$ cat src/rtl/can_crc_pkg.sv
package can_crc_pkg;

   typedef enum logic [1:0] {
      RG_NONE = 2'b00,
      RG_BODY = 2'b01,
      RG_CRC  = 2'b10,
      RG_RSVD = 2'b11
   } region_e;

   localparam int unsigned CAN_CRC_W    = 15;
   localparam logic [14:0] CAN_CRC_POLY = 15'h4599;

endpackage

$ cat src/rtl/can_crc_rgdec.sv
module can_crc_rgdec
   import can_crc_pkg::*;
(
   input  logic       bit_vld,
   input  logic       frame_start,
   input  logic [1:0] region,
   output logic       is_start,
   output logic       is_body,
   output logic       is_crc
);

   region_e rg;

   always_comb begin
      rg       = region_e'(region);
      is_start = bit_vld && frame_start;
      is_body  = bit_vld && !frame_start && (rg == RG_BODY);
      is_crc   = bit_vld && !frame_start && (rg == RG_CRC);
   end

endmodule

$ cat src/rtl/can_crc_lfsr.sv
module can_crc_lfsr #(
   parameter int unsigned    W    = 15,
   parameter logic [W-1:0]   POLY = 15'h4599,
   parameter logic [W-1:0]   INIT = '0,
   parameter int unsigned    IMPL = 0
) (
   input  logic         clk,
   input  logic         rst_n,
   input  logic         load,
   input  logic         adv,
   input  logic         shift,
   input  logic         din,
   output logic [W-1:0] q
);

   logic [W-1:0] src;
   logic [W-1:0] nxt;
   logic         fb;

   assign src = load ? INIT : q;
   assign fb  = din ^ src[W-1];

   generate
      if (IMPL == 0) begin : g_word
         always_comb nxt = {src[W-2:0], 1'b0} ^ (fb ? POLY : '0);
      end else begin : g_bitwise
         for (genvar i = 0; i < W; i++) begin : g_tap
            if (i == 0) begin : g_lsb
               assign nxt[0] = POLY[0] & fb;
            end else begin : g_upper
               assign nxt[i] = src[i-1] ^ (POLY[i] & fb);
            end
         end
      end
   endgenerate

   always_ff @(posedge clk or negedge rst_n) begin
      if (!rst_n) begin
         q <= INIT;
      end else if (load || adv) begin
         q <= nxt;
      end else if (shift) begin
         q <= {q[W-2:0], 1'b0};
      end
   end

endmodule

$ cat src/rtl/can_crc_fieldctl.sv
module can_crc_fieldctl #(
   parameter int unsigned W = 15
) (
   input  logic clk,
   input  logic rst_n,
   input  logic start,
   input  logic crc_bit,
   input  logic rx_mode,
   input  logic din,
   input  logic ref_msb,
   output logic body_open,
   output logic shift_en,
   output logic done,
   output logic err,
   output logic err_pulse
);

   localparam int unsigned CW = $clog2(W + 1);

   logic [CW-1:0] cnt;
   logic          mism;
   logic          mism_n;
   logic          last;

   assign body_open = (cnt == '0);
   assign shift_en  = crc_bit && (cnt != CW'(W));
   assign last      = (cnt == CW'(W - 1));
   assign mism_n    = mism | (rx_mode & (din ^ ref_msb));

   always_ff @(posedge clk or negedge rst_n) begin
      if (!rst_n) begin
         cnt       <= '0;
         mism      <= 1'b0;
         done      <= 1'b0;
         err       <= 1'b0;
         err_pulse <= 1'b0;
      end else if (start) begin
         cnt       <= '0;
         mism      <= 1'b0;
         done      <= 1'b0;
         err       <= 1'b0;
         err_pulse <= 1'b0;
      end else begin
         err_pulse <= 1'b0;
         if (shift_en) begin
            cnt  <= cnt + 1'b1;
            mism <= mism_n;
            if (last) begin
               done      <= 1'b1;
               err       <= mism_n;
               err_pulse <= mism_n;
            end
         end
      end
   end

endmodule

$ cat src/rtl/can_crc15_unit.sv
module can_crc15_unit #(
   parameter int unsigned  CRC_W = 15,
   parameter logic [14:0]  POLY  = 15'h4599,
   parameter int unsigned  IMPL  = 0
) (
   input  logic             clk,
   input  logic             rst_n,
   input  logic             bit_vld,
   input  logic             bit_val,
   input  logic [1:0]       region,
   input  logic             frame_start,
   input  logic             tx_mode,
   output logic [CRC_W-1:0] crc_q,
   output logic             tx_bit,
   output logic             crc_done,
   output logic             crc_err,
   output logic             err_frame_req
);

   generate
      if (CRC_W != 15) begin : g_bad_width
         $error("can_crc15_unit: CRC_W must be 15");
      end
      if (POLY[0] != 1'b1) begin : g_bad_poly
         $error("can_crc15_unit: polynomial must have a constant term");
      end
      if (IMPL > 1) begin : g_bad_impl
         $error("can_crc15_unit: IMPL must be 0 or 1");
      end
   endgenerate

   logic is_start;
   logic is_body;
   logic is_crc;
   logic body_open;
   logic shift_en;

   can_crc_rgdec u_dec (
      .bit_vld     (bit_vld),
      .frame_start (frame_start),
      .region      (region),
      .is_start    (is_start),
      .is_body     (is_body),
      .is_crc      (is_crc)
   );

   can_crc_lfsr #(
      .W    (CRC_W),
      .POLY (POLY[CRC_W-1:0]),
      .INIT ('0),
      .IMPL (IMPL)
   ) u_lfsr (
      .clk   (clk),
      .rst_n (rst_n),
      .load  (is_start),
      .adv   (is_body && body_open),
      .shift (shift_en),
      .din   (bit_val),
      .q     (crc_q)
   );

   can_crc_fieldctl #(
      .W (CRC_W)
   ) u_ctl (
      .clk       (clk),
      .rst_n     (rst_n),
      .start     (is_start),
      .crc_bit   (is_crc),
      .rx_mode   (!tx_mode),
      .din       (bit_val),
      .ref_msb   (crc_q[CRC_W-1]),
      .body_open (body_open),
      .shift_en  (shift_en),
      .done      (crc_done),
      .err       (crc_err),
      .err_pulse (err_frame_req)
   );

   assign tx_bit = crc_q[CRC_W-1];

endmodule

$ cat config.mk
export PLATFORM = sky130hd
export DESIGN_NAME = can_crc15_unit
export DESIGN_NICKNAME = d
export VERILOG_FILES = /design/src/rtl/can_crc_pkg.sv /design/src/rtl/can_crc_rgdec.sv /design/src/rtl/can_crc_lfsr.sv /design/src/rtl/can_crc_fieldctl.sv /design/src/rtl/can_crc15_unit.sv
export SDC_FILE = /design/constraint.sdc
export NUM_CORES = 1
export LEC_CHECK = 0
export BUFFER_PORTS_ARGS = -buffer_cell sky130_fd_sc_hd__clkbuf_2
export CAP_MARGIN = 20
export CORE_UTILIZATION = 40
export DETAILED_ROUTE_END_ITERATION = 8
export PLACE_DENSITY_LB_ADDON = 0.1
export SETUP_SLACK_MARGIN = 0.2
export SLEW_MARGIN = 20
export SYNTH_ARGS = -nofsm -noshare
export SYNTH_HDL_FRONTEND = slang
export SYNTH_SLANG_ARGS = --single-unit
$ cat constraint.sdc
create_clock -name clk -period 1.72 [get_ports clk]
set_clock_uncertainty 0.15 [all_clocks]
set_input_delay 0.43 -clock clk [delete_from_list [all_inputs] [get_ports clk]]
set_output_delay 0.43 -clock clk [all_outputs]
set_load 0.05 [all_outputs]
==> metrics.md <==
| Metric | Value |
|---|---|
| Clock latency at the later pin of the worst-skew pair | `0.31 ns` |
| Most used standard cells in the synthesized netlist | `23 x dfrtp_1, 18 x nand3_1, 12 x nand2_1, 8 x o21ai_1, 7 x nor2_1` |
| Number of different library cells in the post-synthesis netlist | `30` |
| Endpoints failing hold | `0` |
| Cell chain of the critical path | `inv_2 > ha_4 > nor2b_4 > a32o_2 > o211a_1 > o31ai_1` |
| Crit path time final | `1.78 ns` |
| Max-slew violation total from the final report | `0` |
| Run status | `finished, violations left` |
| Share of the synthesized area in the top cell type | `46.4%` |
| Sequential share of power | `35.7%` |
| Site row count | `19` |
| Number of DRC violations after detailed routing | `2` |
| Fraction of layout cells with a size suffix above 1 | `49.2%` |
| Switching power as a share of total power | `40.4%` |
| Worst vdd ir | `0.670 mV` |
| Proportion of synthesized chip area in sequential cells | `46.4%` |
| Syn-to-layout area delta | `57.2%` |
| Number of iterations in the first detailed-routing pass | `6` |
| Number of vias after detailed routing | `1150` |
| Final-stage net count | `191` |
| Multi-input gate area | `686 um^2` |
| Total of flip-flops plus latches after synthesis | `23` |
| Slowest-stage cell, CP | `dfrtp_1` |
| Net switching component of the power | `800 uW` |
| Via-per-instance ratio | `5.48` |
| Root Driver | `clkbuf_4` |
| GRT Resource Usage Total | `20.9%` |
| Die width | `57.7 um` |
| Final setup margin | `-0.0619 ns` |
| Routed WL | `3.38 mm` |
| Pre-CTS setup slack | `-0.111 ns` |
| Initial Utilization | `43.5%` |
| Fmax achieved | `0.561 GHz` |
| Antenna Diode Count | `0` |
| Post-Syn Nets | `136` |
| Worst Setup Start Kind | `flop` |
| Cell area power density | `1010 mW/mm^2` |
| Headroom to the max-slew limit | `61.2%` |
| Final setup violation count | `10` |
| Post-synthesis instance area | `0.00124 mm^2` |
| Full die area | `0.00333 mm^2` |
| Number of antenna violations at the first check in global routing | `0` |
| Half-perimeter wire length after placement | `1.89 mm` |
| Total number of yosys warnings | `0` |
| Failing checks | `design-rule violations, negative setup slack` |
| Largest net degree at the start of global routing | `37` |
| Total of fill cells in the finished design | `219` |
| TritonCTS sink count | `23` |
| Critical path data required time | `1.79 ns` |
| Main flop type after synthesis | `dfrtp_1` |
| Dominant cell by count in the synthesized netlist | `dfrtp_1` |
| Number of maximum-capacitance violations | `0` |
| Inserted Clock Buffers | `3` |
| Number of global-route vias before repair | `1115` |
| Height of the die | `57.7 um` |
| Synthesized instance count | `125` |
| Final weighted congestion in routability-driven placement | `0.729` |
| Kind of end point of the critical path | `flop` |
| Clock tree from TritonCTS | `built` |
| Placed instance area | `0.00149 mm^2` |
| Hold/Removal Path Class | `input port to flop` |
| Worst slew pin tran | `0.582 ns` |
| Average wire per standard cell | `16.1 um` |
| Number of enable flip-flop cells after synthesis | `0` |
| Most area-consuming cells after synthesis | `dfrtp_1 46%, nand3_1 7.3%, o211a_1 4.8%` |
| Setup repair after global routing missed its margin | `true` |
| Initial drt markers | `28` |
| Placeable Area | `0.00285 mm^2` |
| Post-synth top area cell | `dfrtp_1` |
| Fraction of power consumed by the clock network | `12.4%` |
| Final critical-path share of the clock period | `104%` |
| Remaining antenna violation count after routing | `0` |
| Async SR Flop Fraction | `100%` |
| Maximum cell stage delay along the critical path | `0.39 ns` |
| Cell internal pwr | `1180 uW` |
| Arrival time of the worst setup path | `1.85 ns` |
| Static leakage power | `0.000978 uW` |
| H-tree levels | `1` |
| Global-route congestion overflow total | `0` |
| Synthesized area per cell | `9.93 um^2` |
| Power share of the combinational group | `51.9%` |
| IO Port Bufs | `26` |
| Critical Path Fanout Max | `7` |
| Maximum count of clock buffers along a single path | `2` |
| Worst R2R Path Depth | `6` |
| Type of the setup path with the least slack | `flop to flop` |
| First-pass GRT wire length | `5.26 mm` |
| Post-Layout Inst Area | `0.00195 mm^2` |
| Clk slew on worst S/H paths | `0.13 ns` |
| Number of top-level pins | `27` |
| FF+latch area | `577 um^2` |
| Instance count along the most critical hold path | `4` |
cell type report:
| class | instances | area share [%] |
|---|---|---|
| multi-input combinational | 90 | 35.2 |
| timing repair buffer | 60 | 31.5 |
| sequential | 23 | 29.6 |
| tap | 31 | 1.99 |
| clock buffer | 3 | 1.15 |
| inverter | 2 | 0.385 |
| clock inverter | 1 | 0.257 |
metrics by stage:
step	hold slack, ns	total power, uW	util, %	setup TNS [ns]	cells
final	0.299	1980	68.4	-0.138	210
after global routing	0.296	2090	68.4	-1.25	210
after CTS	0.281	1880	64.4	0	203
after detailed placement	0.307	1370	52.2	-0.690	184
after global placement	0.305	1360	52.2	-0.479	184
after floorplan	-0.0156	1200	-	-0.0565	125
critical path: cells and delay by family, from the launching register on:
family,cells,cell delay (ns)
fa+ha+maj,1,0.15
compound gates,3,0.82
simple gates,1,0.13
buf+inv,1,0.06
flops,1,0.39
routing by layer:
metal	up-vias	track usage (%)	wire length (um)
met1	551	28.4	1580
met3	2	3.79	166
met4	0	5.10	21
met2	33	34.7	1610
li1	564	-	-
met5	-	0	0
power groups by stage:
stage          clock, uW  sequential, uW  combinational [uW]
6_report             245             707                1030
5_1_grt              288             717                1080
4_1_cts              262             693                 923
3_5_place_dp           0             714                 658
3_3_place_gp           0             711                 650
2_1_floorplan          0             978                 222
cells in the final DEF, fill, tap and decap left out, types with 3 or more instances in the layout:
| master | n |
|---|---|
| clkbuf_4 | 4 |
| nand2_1 | 11 |
| buf_8 | 12 |
| clkbuf_8 | 5 |
| o31ai_2 | 5 |
| nand3_1 | 17 |
| a211oi_1 | 3 |
| buf_6 | 4 |
| o21ai_1 | 8 |
| o211a_1 | 6 |
| buf_4 | 27 |
| nor2b_1 | 3 |
| nor2_1 | 7 |
| a211oi_2 | 3 |
| dfrtp_1 | 22 |
| clkbuf_2 | 7 |
registers in the layout, summed over array words and instances (netlist names):
name,flops
u_ctl.cnt,4
u_lfsr.q,15
u_ctl.mism,1
u_ctl.done,1
u_ctl.err_pulse,1
u_ctl.err,1
cells by family (layout without fill, tap and decap cells):
group	after synthesis	after routing	share of synthesized area [%]
buffers and inverters	13	66	5.65
muxes	1	1	0.806
DFF	23	23	46.4
AOI/OAI and AO/OA	32	33	20.6
xor gates and xnor gates	4	4	2.82
and+or+nand+nor	49	49	20.8
adders and majority gates	3	3	3.02
final timing paths:
kind	start	endpoint	slack (ns)
max	u_ctl.cnt[0]$_DFFE_PN0P_	u_lfsr.q[8]$_DFFE_PN0P_	-0.06
min	tx_mode	u_ctl.mism$_DFFE_PN0P_	0.30
max reg2reg	u_ctl.cnt[0]$_DFFE_PN0P_	u_lfsr.q[8]$_DFFE_PN0P_	-0.06
min reg2reg	u_ctl.mism$_DFFE_PN0P_	u_ctl.mism$_DFFE_PN0P_	0.36
max in group asynchronous	rst_n	u_lfsr.q[14]$_DFFE_PN0P_	0.52
min in group asynchronous	rst_n	u_lfsr.q[3]$_DFFE_PN0P_	0.48
repair_timing:
| action | in CTS | in global routing |
|---|---|---|
| buffers inserted | 13 | 6 |
| setup endpoints to repair | 36 | 39 |
| gates cloned | 1 | 1 |
| hold endpoints to repair | 23 | 0 |
| gates resized for setup | 47 | 22 |
| pin swaps | 2 | 9 |
| hold buffers | 1 | 0 |
Power figures use the tool's default switching activity.
